==> src/rtl/attn_pkg.sv <==
package attn_pkg;

    localparam int CMD_W  = 16;
    localparam int CODE_W = 3;
    localparam int ST_W   = 4;

    typedef enum logic [ST_W-1:0] {
        CU_IDLE   = 4'd0,
        CU_SUSP   = 4'd1,
        CU_ACTIVE = 4'd2
    } cu_state_e;

    typedef enum logic [ST_W-1:0] {
        RU_READY = 4'd0,
        RU_SUSP  = 4'd1
    } ru_state_e;

    typedef enum logic [1:0] {
        SQ_IDLE,
        SQ_FETCH,
        SQ_CLEAR,
        SQ_WRITE
    } seq_e;

    // sticky events, msb first matches status bits 15..12
    typedef struct packed {
        logic cx;
        logic fr;
        logic cna;
        logic rnr;
    } evt_t;

    typedef struct packed {
        evt_t              ack;
        logic [CODE_W-1:0] cu_code;
        logic [CODE_W-1:0] ru_code;
        logic              soft_rst;
    } cmd_fields_t;

    typedef struct packed {
        logic      known;
        logic      change;
        cu_state_e nxt;
        logic      evt;
    } cu_act_t;

    typedef struct packed {
        logic      known;
        logic      change;
        ru_state_e nxt;
        logic      evt;
    } ru_act_t;

    function automatic cmd_fields_t split_cmd(input logic [CMD_W-1:0] w);
        cmd_fields_t f;
        f.ack      = evt_t'(w[15:12]);
        f.cu_code  = w[10:8];
        f.ru_code  = w[6:4];
        f.soft_rst = w[7];
        return f;
    endfunction

    function automatic cu_act_t decode_cu(input logic [CODE_W-1:0] c);
        cu_act_t a;
        a = '{known: 1'b0, change: 1'b0, nxt: CU_IDLE, evt: 1'b0};
        case (c)
            3'd0: a.known = 1'b1;
            3'd1: a = '{known: 1'b1, change: 1'b1, nxt: CU_ACTIVE, evt: 1'b0};
            3'd4: a = '{known: 1'b1, change: 1'b1, nxt: CU_SUSP, evt: 1'b1};
            default: a.known = 1'b0;
        endcase
        return a;
    endfunction

    function automatic ru_act_t decode_ru(input logic [CODE_W-1:0] c);
        ru_act_t a;
        a = '{known: 1'b0, change: 1'b0, nxt: RU_READY, evt: 1'b0};
        case (c)
            3'd0:       a.known = 1'b1;
            3'd1, 3'd2: a = '{known: 1'b1, change: 1'b1, nxt: RU_READY, evt: 1'b0};
            3'd3, 3'd4: a = '{known: 1'b1, change: 1'b1, nxt: RU_SUSP, evt: 1'b1};
            default:    a.known = 1'b0;
        endcase
        return a;
    endfunction

    function automatic logic [CMD_W-1:0] compose_status(input evt_t e,
                                                         input cu_state_e c,
                                                         input ru_state_e r);
        return {e, c, r, 4'h0};
    endfunction

endpackage

==> src/rtl/attn_pend_cnt.sv <==
module attn_pend_cnt #(
    parameter int PEND_W = 4
) (
    input  logic clk,
    input  logic rst,
    input  logic inc_i,
    input  logic dec_i,
    output logic pend_o
);
    localparam logic [PEND_W-1:0] CNT_MAX = {PEND_W{1'b1}};
    localparam logic [PEND_W-1:0] CNT_ONE = {{(PEND_W-1){1'b0}}, 1'b1};

    logic [PEND_W-1:0] cnt_q;

    always_ff @(posedge clk) begin
        if (rst) begin
            cnt_q <= '0;
        end else if (inc_i && !dec_i) begin
            if (cnt_q != CNT_MAX) cnt_q <= cnt_q + CNT_ONE;
        end else if (dec_i && !inc_i) begin
            if (cnt_q != '0) cnt_q <= cnt_q - CNT_ONE;
        end
    end

    assign pend_o = (cnt_q != '0);
endmodule

==> src/rtl/attn_seq.sv <==
module attn_seq
    import attn_pkg::*;
(
    input  logic clk,
    input  logic rst,
    input  logic pend_i,
    input  logic valid_i,
    input  logic irq_req_i,
    output logic fetch_o,
    output logic accept_o,
    output logic clr_o,
    output logic wr_o,
    output logic irq_o
);
    seq_e st_q, st_n;
    logic irq_q;

    always_comb begin
        st_n = st_q;
        case (st_q)
            SQ_IDLE:  if (pend_i) st_n = SQ_FETCH;
            SQ_FETCH: if (valid_i) st_n = SQ_CLEAR;
            SQ_CLEAR: st_n = SQ_WRITE;
            SQ_WRITE: st_n = SQ_IDLE;
            default:  st_n = SQ_IDLE;
        endcase
    end

    always_ff @(posedge clk) begin
        if (rst) begin
            st_q  <= SQ_IDLE;
            irq_q <= 1'b0;
        end else begin
            st_q  <= st_n;
            irq_q <= (st_q == SQ_WRITE) && irq_req_i;
        end
    end

    assign fetch_o  = (st_q == SQ_FETCH);
    assign accept_o = fetch_o && valid_i;
    assign clr_o    = (st_q == SQ_CLEAR);
    assign wr_o     = (st_q == SQ_WRITE);
    assign irq_o    = irq_q;
endmodule

==> src/rtl/attn_unit_regs.sv <==
module attn_unit_regs
    import attn_pkg::*;
(
    input  logic             clk,
    input  logic             rst,
    input  logic             upd_i,
    input  logic [CMD_W-1:0] word_i,
    input  evt_t             set_i,
    output cu_state_e        cu_o,
    output ru_state_e        ru_o,
    output evt_t             evt_o,
    output logic             srst_o,
    output logic             err_o
);
    cmd_fields_t f;
    cu_act_t     ca;
    ru_act_t     ra;
    cu_state_e   cu_q, cu_n;
    ru_state_e   ru_q, ru_n;
    evt_t        ev_q, ev_n, ack;
    logic        srst_q, err_q;

    always_comb begin
        f   = split_cmd(word_i);
        ca  = decode_cu(f.cu_code);
        ra  = decode_ru(f.ru_code);
        ack = upd_i ? f.ack : evt_t'(4'h0);
        cu_n = cu_q;
        ru_n = ru_q;
        // acknowledge first, then events raised by this word, then unit pulses
        ev_n = ev_q & ~ack;
        if (upd_i) begin
            if (ca.known && ca.change) begin
                cu_n = ca.nxt;
                if (ca.evt) ev_n.cna = 1'b1;
            end
            if (ra.known && ra.change) begin
                ru_n = ra.nxt;
                if (ra.evt) ev_n.rnr = 1'b1;
            end
        end
        ev_n = ev_n | set_i;
        if (upd_i && f.soft_rst) begin
            cu_n = CU_IDLE;
            ru_n = RU_SUSP;
            ev_n = '0;
        end
    end

    always_ff @(posedge clk) begin
        if (rst) begin
            cu_q   <= CU_IDLE;
            ru_q   <= RU_SUSP;
            ev_q   <= '0;
            srst_q <= 1'b0;
            err_q  <= 1'b0;
        end else begin
            cu_q   <= cu_n;
            ru_q   <= ru_n;
            ev_q   <= ev_n;
            srst_q <= upd_i && f.soft_rst;
            err_q  <= upd_i && !(ca.known && ra.known);
        end
    end

    assign cu_o   = cu_q;
    assign ru_o   = ru_q;
    assign evt_o  = ev_q;
    assign srst_o = srst_q;
    assign err_o  = err_q;
endmodule

==> src/rtl/attn_cmd_decoder.sv <==
module attn_cmd_decoder
    import attn_pkg::*;
#(
    parameter int PEND_W = 4
) (
    input  logic        clk,
    input  logic        rst,
    input  logic        attn_i,
    output logic        cmd_fetch_o,
    input  logic        cmd_valid_i,
    input  logic [15:0] cmd_word_i,
    output logic        cmd_clr_o,
    input  logic        cx_set_i,
    input  logic        fr_set_i,
    input  logic        cna_set_i,
    input  logic        rnr_set_i,
    output logic [15:0] status_o,
    output logic        status_wr_o,
    output logic [3:0]  cu_state_o,
    output logic [3:0]  ru_state_o,
    output logic        soft_rst_o,
    output logic        err_o,
    output logic        irq_o
);
    logic      pend, accept;
    evt_t      evt, set_v;
    cu_state_e cu;
    ru_state_e ru;

    assign set_v = '{cx: cx_set_i, fr: fr_set_i, cna: cna_set_i, rnr: rnr_set_i};

    attn_pend_cnt #(.PEND_W(PEND_W)) u_cnt (
        .clk    (clk),
        .rst    (rst),
        .inc_i  (attn_i),
        .dec_i  (status_wr_o),
        .pend_o (pend)
    );

    attn_seq u_seq (
        .clk       (clk),
        .rst       (rst),
        .pend_i    (pend),
        .valid_i   (cmd_valid_i),
        .irq_req_i (evt.cx | evt.fr),
        .fetch_o   (cmd_fetch_o),
        .accept_o  (accept),
        .clr_o     (cmd_clr_o),
        .wr_o      (status_wr_o),
        .irq_o     (irq_o)
    );

    attn_unit_regs u_regs (
        .clk    (clk),
        .rst    (rst),
        .upd_i  (accept),
        .word_i (cmd_word_i),
        .set_i  (set_v),
        .cu_o   (cu),
        .ru_o   (ru),
        .evt_o  (evt),
        .srst_o (soft_rst_o),
        .err_o  (err_o)
    );

    assign status_o   = compose_status(evt, cu, ru);
    assign cu_state_o = cu;
    assign ru_state_o = ru;
endmodule

==> config.mk <==
export PLATFORM = sky130hd
export DESIGN_NAME = attn_cmd_decoder
export DESIGN_NICKNAME = d
export VERILOG_FILES = /design/src/rtl/attn_pkg.sv /design/src/rtl/attn_pend_cnt.sv /design/src/rtl/attn_seq.sv /design/src/rtl/attn_unit_regs.sv /design/src/rtl/attn_cmd_decoder.sv
export SDC_FILE = /design/constraint.sdc
export NUM_CORES = 1
export LEC_CHECK = 0
export BUFFER_PORTS_ARGS = -buffer_cell sky130_fd_sc_hd__buf_2
export CAP_MARGIN = 20
export CELL_PAD_IN_SITES_DETAIL_PLACEMENT = 1
export CELL_PAD_IN_SITES_GLOBAL_PLACEMENT = 2
export CORE_MARGIN = 8
export CORE_UTILIZATION = 26
export DETAILED_ROUTE_END_ITERATION = 8
export PLACE_DENSITY_LB_ADDON = 0.1
export SYNTH_ARGS = -nofsm -noshare
export SYNTH_HDL_FRONTEND = slang
export SYNTH_SLANG_ARGS = --single-unit
==> constraint.sdc <==
create_clock -name clk -period 3.55 [get_ports clk]
set_input_delay 0 -clock clk [delete_from_list [all_inputs] [get_ports clk]]
set_output_delay 0 -clock clk [all_outputs]
set_load 0.005 [all_outputs]
### Word level (Yosys, flattened, before mapping)

Index checks and enable logic that the tools add are counted.

* multipliers: 0
* shift operators: 0
* mux-type cells: 17
* add/sub/neg operators: 2
* order comparisons: 0
* bitwise gates (word level): 4
* div/mod/pow operators: 0
* reductions and logical operators: 27
* eq/ne operators: 13

Operator list (number)
* $pmux W6 S2: 2
* $mux W4: 5
* $logic_and A1 B1 Y1: 9
* $pmux W2 S4: 1
* $eq A3 B1 Y1 const B: 2
* $eq A3 B2 Y1 const B: 2
* $eq A3 B3 Y1 const B: 2
* $logic_not A3 Y1: 2
* $mux W1: 6
* $mux W2: 3
* $ne A2 B2 Y1 const B: 3
* $reduce_and A2 Y1: 3
* $reduce_or A2 Y1: 3
* $reduce_or A5 Y1: 1
* $add A4 B1 Y4 const B: 1
* $and A4 B4 Y4: 1
* $eq A2 B2 Y1 const B: 2
* $ne A4 B4 Y1 const B: 1
* $not A4 Y4: 1
* $or A4 B4 Y4: 1
* $reduce_bool A2 Y1: 2
* $reduce_bool A4 Y1: 1
* $sub A4 B1 Y4 const B: 1
* $logic_not A1 Y1: 3
* other kinds (5): 5

* input port bits: 24
* latch bits: 0
* memories kept: 0
* RAM bits: 0
* memory bits (read-only): 0
* word-level logic and storage cells: 74
* register bits after elaboration: 21

### Longest topological paths before layout

* depth after elaboration: 9
* depth in mapped cells: 9
* gate-level depth less buffers: 9

### Cells and area by module

Synthesis repeated with hierarchy kept, for this count alone.

* cells, all modules: 113
* area total of the unflattened synthesis: 1009.7 sq um

Modules (own cells, without submodules)
* attn_unit_regs: area each 432.9 sq um, times used 1, cells an instance 51
* attn_pend_cnt: area each 285.3 sq um, times used 1, cells an instance 28
* attn_seq: area each 191.4 sq um, times used 1, cells an instance 20
* attn_cmd_decoder: area each 100.1 sq um, times used 1, cells an instance 14

### Least setup slack after synthesis

No wires, ideal clock.

* path type: flip-flop to flip-flop
* from: reg u_seq.st_q[0]
* to: reg u_cnt.cnt_q[3]
* period minus slack after synthesis: 2.074 ns
* data required time: 3.462 ns
* stages on the path, launching flop included: 9
* setup slack: 1.476 ns
* data arrival time: 1.986 ns
* buffers on the path: 0
* cells stage by stage: dfxtp_1 > ha_1 > inv_1 > ha_1 > inv_1 > ha_1 > nor4bb_1 > or4_1 > o32ai_2

* cells in the longest elaborated chain, start to end: 5

RTL lines
* start: declaration: RTL line attn_seq.sv:15 `seq_e st_q, st_n;`
* start signal: assignment: RTL line attn_seq.sv:34 `st_q <= st_n;`
* $eq A2 B2 Y1 (*): RTL line attn_seq.sv:42 `assign wr_o = (st_q == SQ_WRITE);`
* named net status_wr_o: RTL line attn_cmd_decoder.sv:18 `output logic status_wr_o,`
* $logic_not A1 Y1: RTL line attn_pend_cnt.sv:18 `end else if (inc_i && !dec_i) begin`
* $logic_and A1 B1 Y1: RTL line attn_pend_cnt.sv:18
* $ne A2 B2 Y1 (no source line) or $reduce_bool A2 Y1 (tied branches)
* $reduce_and A3 Y1 (no source line)
* end signal: assignment: RTL line attn_pend_cnt.sv:19 `if (cnt_q != CNT_MAX) cnt_q <= cnt_q + CNT_ONE;`
* end signal: assignment: RTL line attn_pend_cnt.sv:21 `if (cnt_q != '0) cnt_q <= cnt_q - CNT_ONE;`
* end: declaration: RTL line attn_pend_cnt.sv:13 `logic [PEND_W-1:0] cnt_q;`

Mark *: on every way through the listed nets, which the timed path passes. The rest lies on a longest branch.
A chain may end at the register's enable or synchronous reset.

### Final worst setup path

* from: reg u_seq.st_q[0]
* to: reg u_cnt.cnt_q[3]

* cells in the longest elaborated chain, start to end: 5

RTL lines (RTL line)
* $eq A2 B2 Y1 (*): attn_seq.sv:42
* $logic_not A1 Y1: attn_pend_cnt.sv:18
* $logic_and A1 B1 Y1: attn_pend_cnt.sv:18
* $ne A2 B2 Y1 (no source line) or $reduce_bool A2 Y1 (tied branches)
* $reduce_and A3 Y1 (no source line)

Every way passes the cells marked *; elsewhere a longest branch is shown, timed or not.

==> metrics.yaml <==
hold_path:
  hp-start: "rnr_set_i"
  min_to: "u_regs.evt_o[0]"
  holdPathStages: 3
  hold_class: "input pin to register"
timing:
  rsz0062_at_grt: "false"
  hold_viol_final: 0
  final-setup-viol-count: 0
  fin_skew_ns: 0.00194
  fin_tns_setup_ns: 0
  drv_slew: 0
  period_share_pct: 65.6
  fmax_mhz: 429
  post-route-min-period_ns: 2.33
place:
  io_buffer_count: 34
  hpwlAfterDp_um: 2320
  place.gp.congestion: 0.686
  place_area_um2: 1200
final_layout:
  fill_cells: 510
  utilization_pct: 31.8
  diodes: 0
  area_delta_synth_final_pct: 19.5
  nNetsFinal: 196
  drive_gt1_share_pct: 25.5
  fin_area_um2: 1260
worst_setup_path:
  worstSetupEndpointType: "register"
  rr_worst_depth: 9
  crit_buf_inv: 2
  crit_path_top_delay_cell: "nor4bb_1"
  cp_cell_sequence: "ha_1 -> inv_1 -> ha_1 -> inv_1 -> ha_1 -> nor4bb_1 -> nor2_1 -> and4bb_1 -> o32ai_2"
  crit_type: "register to register"
  worstPathRequired_ns: 3.71
  critPathMaxStageDelay_ns: 0.37
  reg2reg_slack_ns: 1.22
  crit_top_cell: "ha_1"
  cp_max_fo: 6
  worst_r2r_endpoint: "u_cnt.cnt_q[3]"
  worstPathArrival_ns: 2.49
  critPathLaunchType: "register"
  r2r_start: "u_seq.st_q[0]"
  path_delay_family: "adder cells"
run_status:
  outcome: "complete, no violations"
floorplanning:
  ios: 54
  dieHeight_um: 79.8
  core_area_um2: 3970
  start_util_pct: 26.6
  die_w_um: 79.8
  die_area_um2: 6360
  rows: 23
clock_network:
  cts_tree: "yes"
  cts_buffer_depth: 2
  htreeDepth: 1
  post_cts_buffers: 0
  clock_latency_ns: 0.24
  clockRootBuffer: "clkbuf_8"
  numCtsBuffers: 3
  clkTransAtPathRegs_ns: 0.06
  clock_sinks: 16
global_route:
  antenna_found_initial: 0
  grt_start_max_net_pins: 12
  grt_pass1_vias: 986
  overflow: 0
  grtUsageTotal_pct: 8.76
  grt_pass1_wl_um: 4390
detailed_routing:
  drc: 0
  first_pass_iters: 3
  antenna_left: 0
  wl_per_cell_um: 13.1
  wl_um: 2770
  initialDrtViolationCount: 18
  viasPerCell: 4.43
  vias: 935
synth:
  async_reset_ff_share_pct: 0
  yosysWarnings: 0
  synth_common_cells: "17 x buf_4, 16 x dfxtp_1, 15 x a21oi_1"
  synth_edf_count: 0
  synth_ff_type: "dfxtp_1"
  postSynthAreaPerCell_um2: 8.26
  yosysTopAreaCellShare_pct: 30.3
  synth_cell_types: 31
  ys_ff_latch: 16
  synth.area.top_cells: "dfxtp_1 30%, buf_4 12%, ha_1 11%"
  syn_inst: 128
  synth_area_um2: 1060
  synth_top_area_cell: "dfxtp_1"
  ys_seq_area_share_pct: 30.3
  synth.most_common_cell: "buf_4"
flow_run:
  maxCapViolCount: 0
power_and_ir_drop:
  p_leak_nw: 0.581
  vdd.ir_drop.worst_uv: 199
  p_per_area_nw_per_um2: 598
per-layer routing:
metal  up-vias  global-route usage (%)  share of wire, %
met4         0                    2.18              0.79
met2        26                    15.7                51
met5         -                       0                 0
met1       435                    9.41                43
li1        472                       -                 -
met3         2                    3.27               5.6
flip-flops by register name, summed over array words and instances, names as in the netlist:
name	flops
u_seq.irq_o	1
u_regs.err_o	1
u_cnt.cnt_q	4
u_seq.st_q	2
u_regs.evt_o	4
u_regs.srst_o	1
u_regs.ru_o	1
u_regs.cu_o	2
worst max path at each step:
stage | start | endpoint | slack (ns) | cells past startpoint
after detailed placement | u_seq.st_q[0] | u_cnt.cnt_q[3] | 1.21 | 9
final | u_seq.st_q[0] | u_cnt.cnt_q[3] | 1.22 | 9
after global routing | u_seq.st_q[0] | u_cnt.cnt_q[3] | 1.00 | 9
after floorplan | u_seq.st_q[0] | u_cnt.cnt_q[3] | 1.48 | 8
after global placement | u_seq.st_q[0] | u_cnt.cnt_q[3] | 1.31 | 9
after CTS | u_seq.st_q[0] | u_cnt.cnt_q[3] | 1.20 | 9
cell usage in the layout, fill, tap and decap left out, types with 3 or more instances in the layout:
| cell type | synthesis | layout |
|---|---|---|
| a21oi_1 | 15 | 15 |
| buf_2 | 1 | 34 |
| clkbuf_8 | 0 | 3 |
| conb_1 | 1 | 14 |
| dfxtp_1 | 16 | 16 |
| ha_1 | 9 | 9 |
| inv_1 | 7 | 7 |
| nand2_1 | 9 | 9 |
| nand2b_1 | 4 | 4 |
| nor2_1 | 11 | 11 |
| nor2b_1 | 4 | 4 |
| nor3_1 | 4 | 4 |
| o21ai_0 | 6 | 6 |
power by group:
part,internal (mW),switching (mW)
combinational,0.165,0.178
clock,0.0751,0.0610
sequential,0.221,0.0559
repair_timing:
action | CTS | global route
hold endpoints to repair | 2 | 0
resized for setup | 0 | 0
hold buffers | 2 | 0
logic make-up (layout without fill, tap and decap cells):
logic type | after synthesis | count (layout) | share of synthesized area, %
compound gates | 27 | 27 | 15.7
xor+xnor | 2 | 2 | 1.66
fa+ha+maj | 9 | 9 | 10.7
buf+inv | 26 | 46 | 15.4
flops | 16 | 16 | 30.3
mux | 1 | 1 | 0.947
other cells | 1 | 14 | 0.355
simple gates | 46 | 46 | 25.0
worst register-to-register path: stages, from the launching register on:
cell      delay (ns)
dfxtp_1         0.34
ha_1            0.21
inv_1           0.12
ha_1            0.28
inv_1           0.08
ha_1            0.35
nor4bb_1        0.37
nor2_1          0.08
and4bb_1        0.23
o32ai_2         0.18
area by class of cell:
| type | count | area, um2 | area share [%] |
|---|---|---|---|
| clock buffers | 3 | 41.3 | 3.27 |
| flip-flops and latches | 16 | 320 | 25.3 |
| inverters | 7 | 26.3 | 2.08 |
| well taps | 50 | 62.6 | 4.95 |
| repair buffers | 36 | 190 | 15.0 |
| multi-input cells | 99 | 623 | 49.3 |
metrics by stage:
stage | setup slack (ns) | total power, mW | hold slack, ns | cells
floorplan | 1.48 | 0.537 | 0.117 | 141
global placement | 1.31 | 0.613 | 0.211 | 206
detailed placement | 1.21 | 0.628 | 0.217 | 206
CTS | 1.20 | 0.775 | 0.00638 | 211
global route | 1.00 | 0.828 | 0.0212 | 211
finish | 1.22 | 0.756 | 0.0137 | 211
Power figures use the tool's default switching activity.
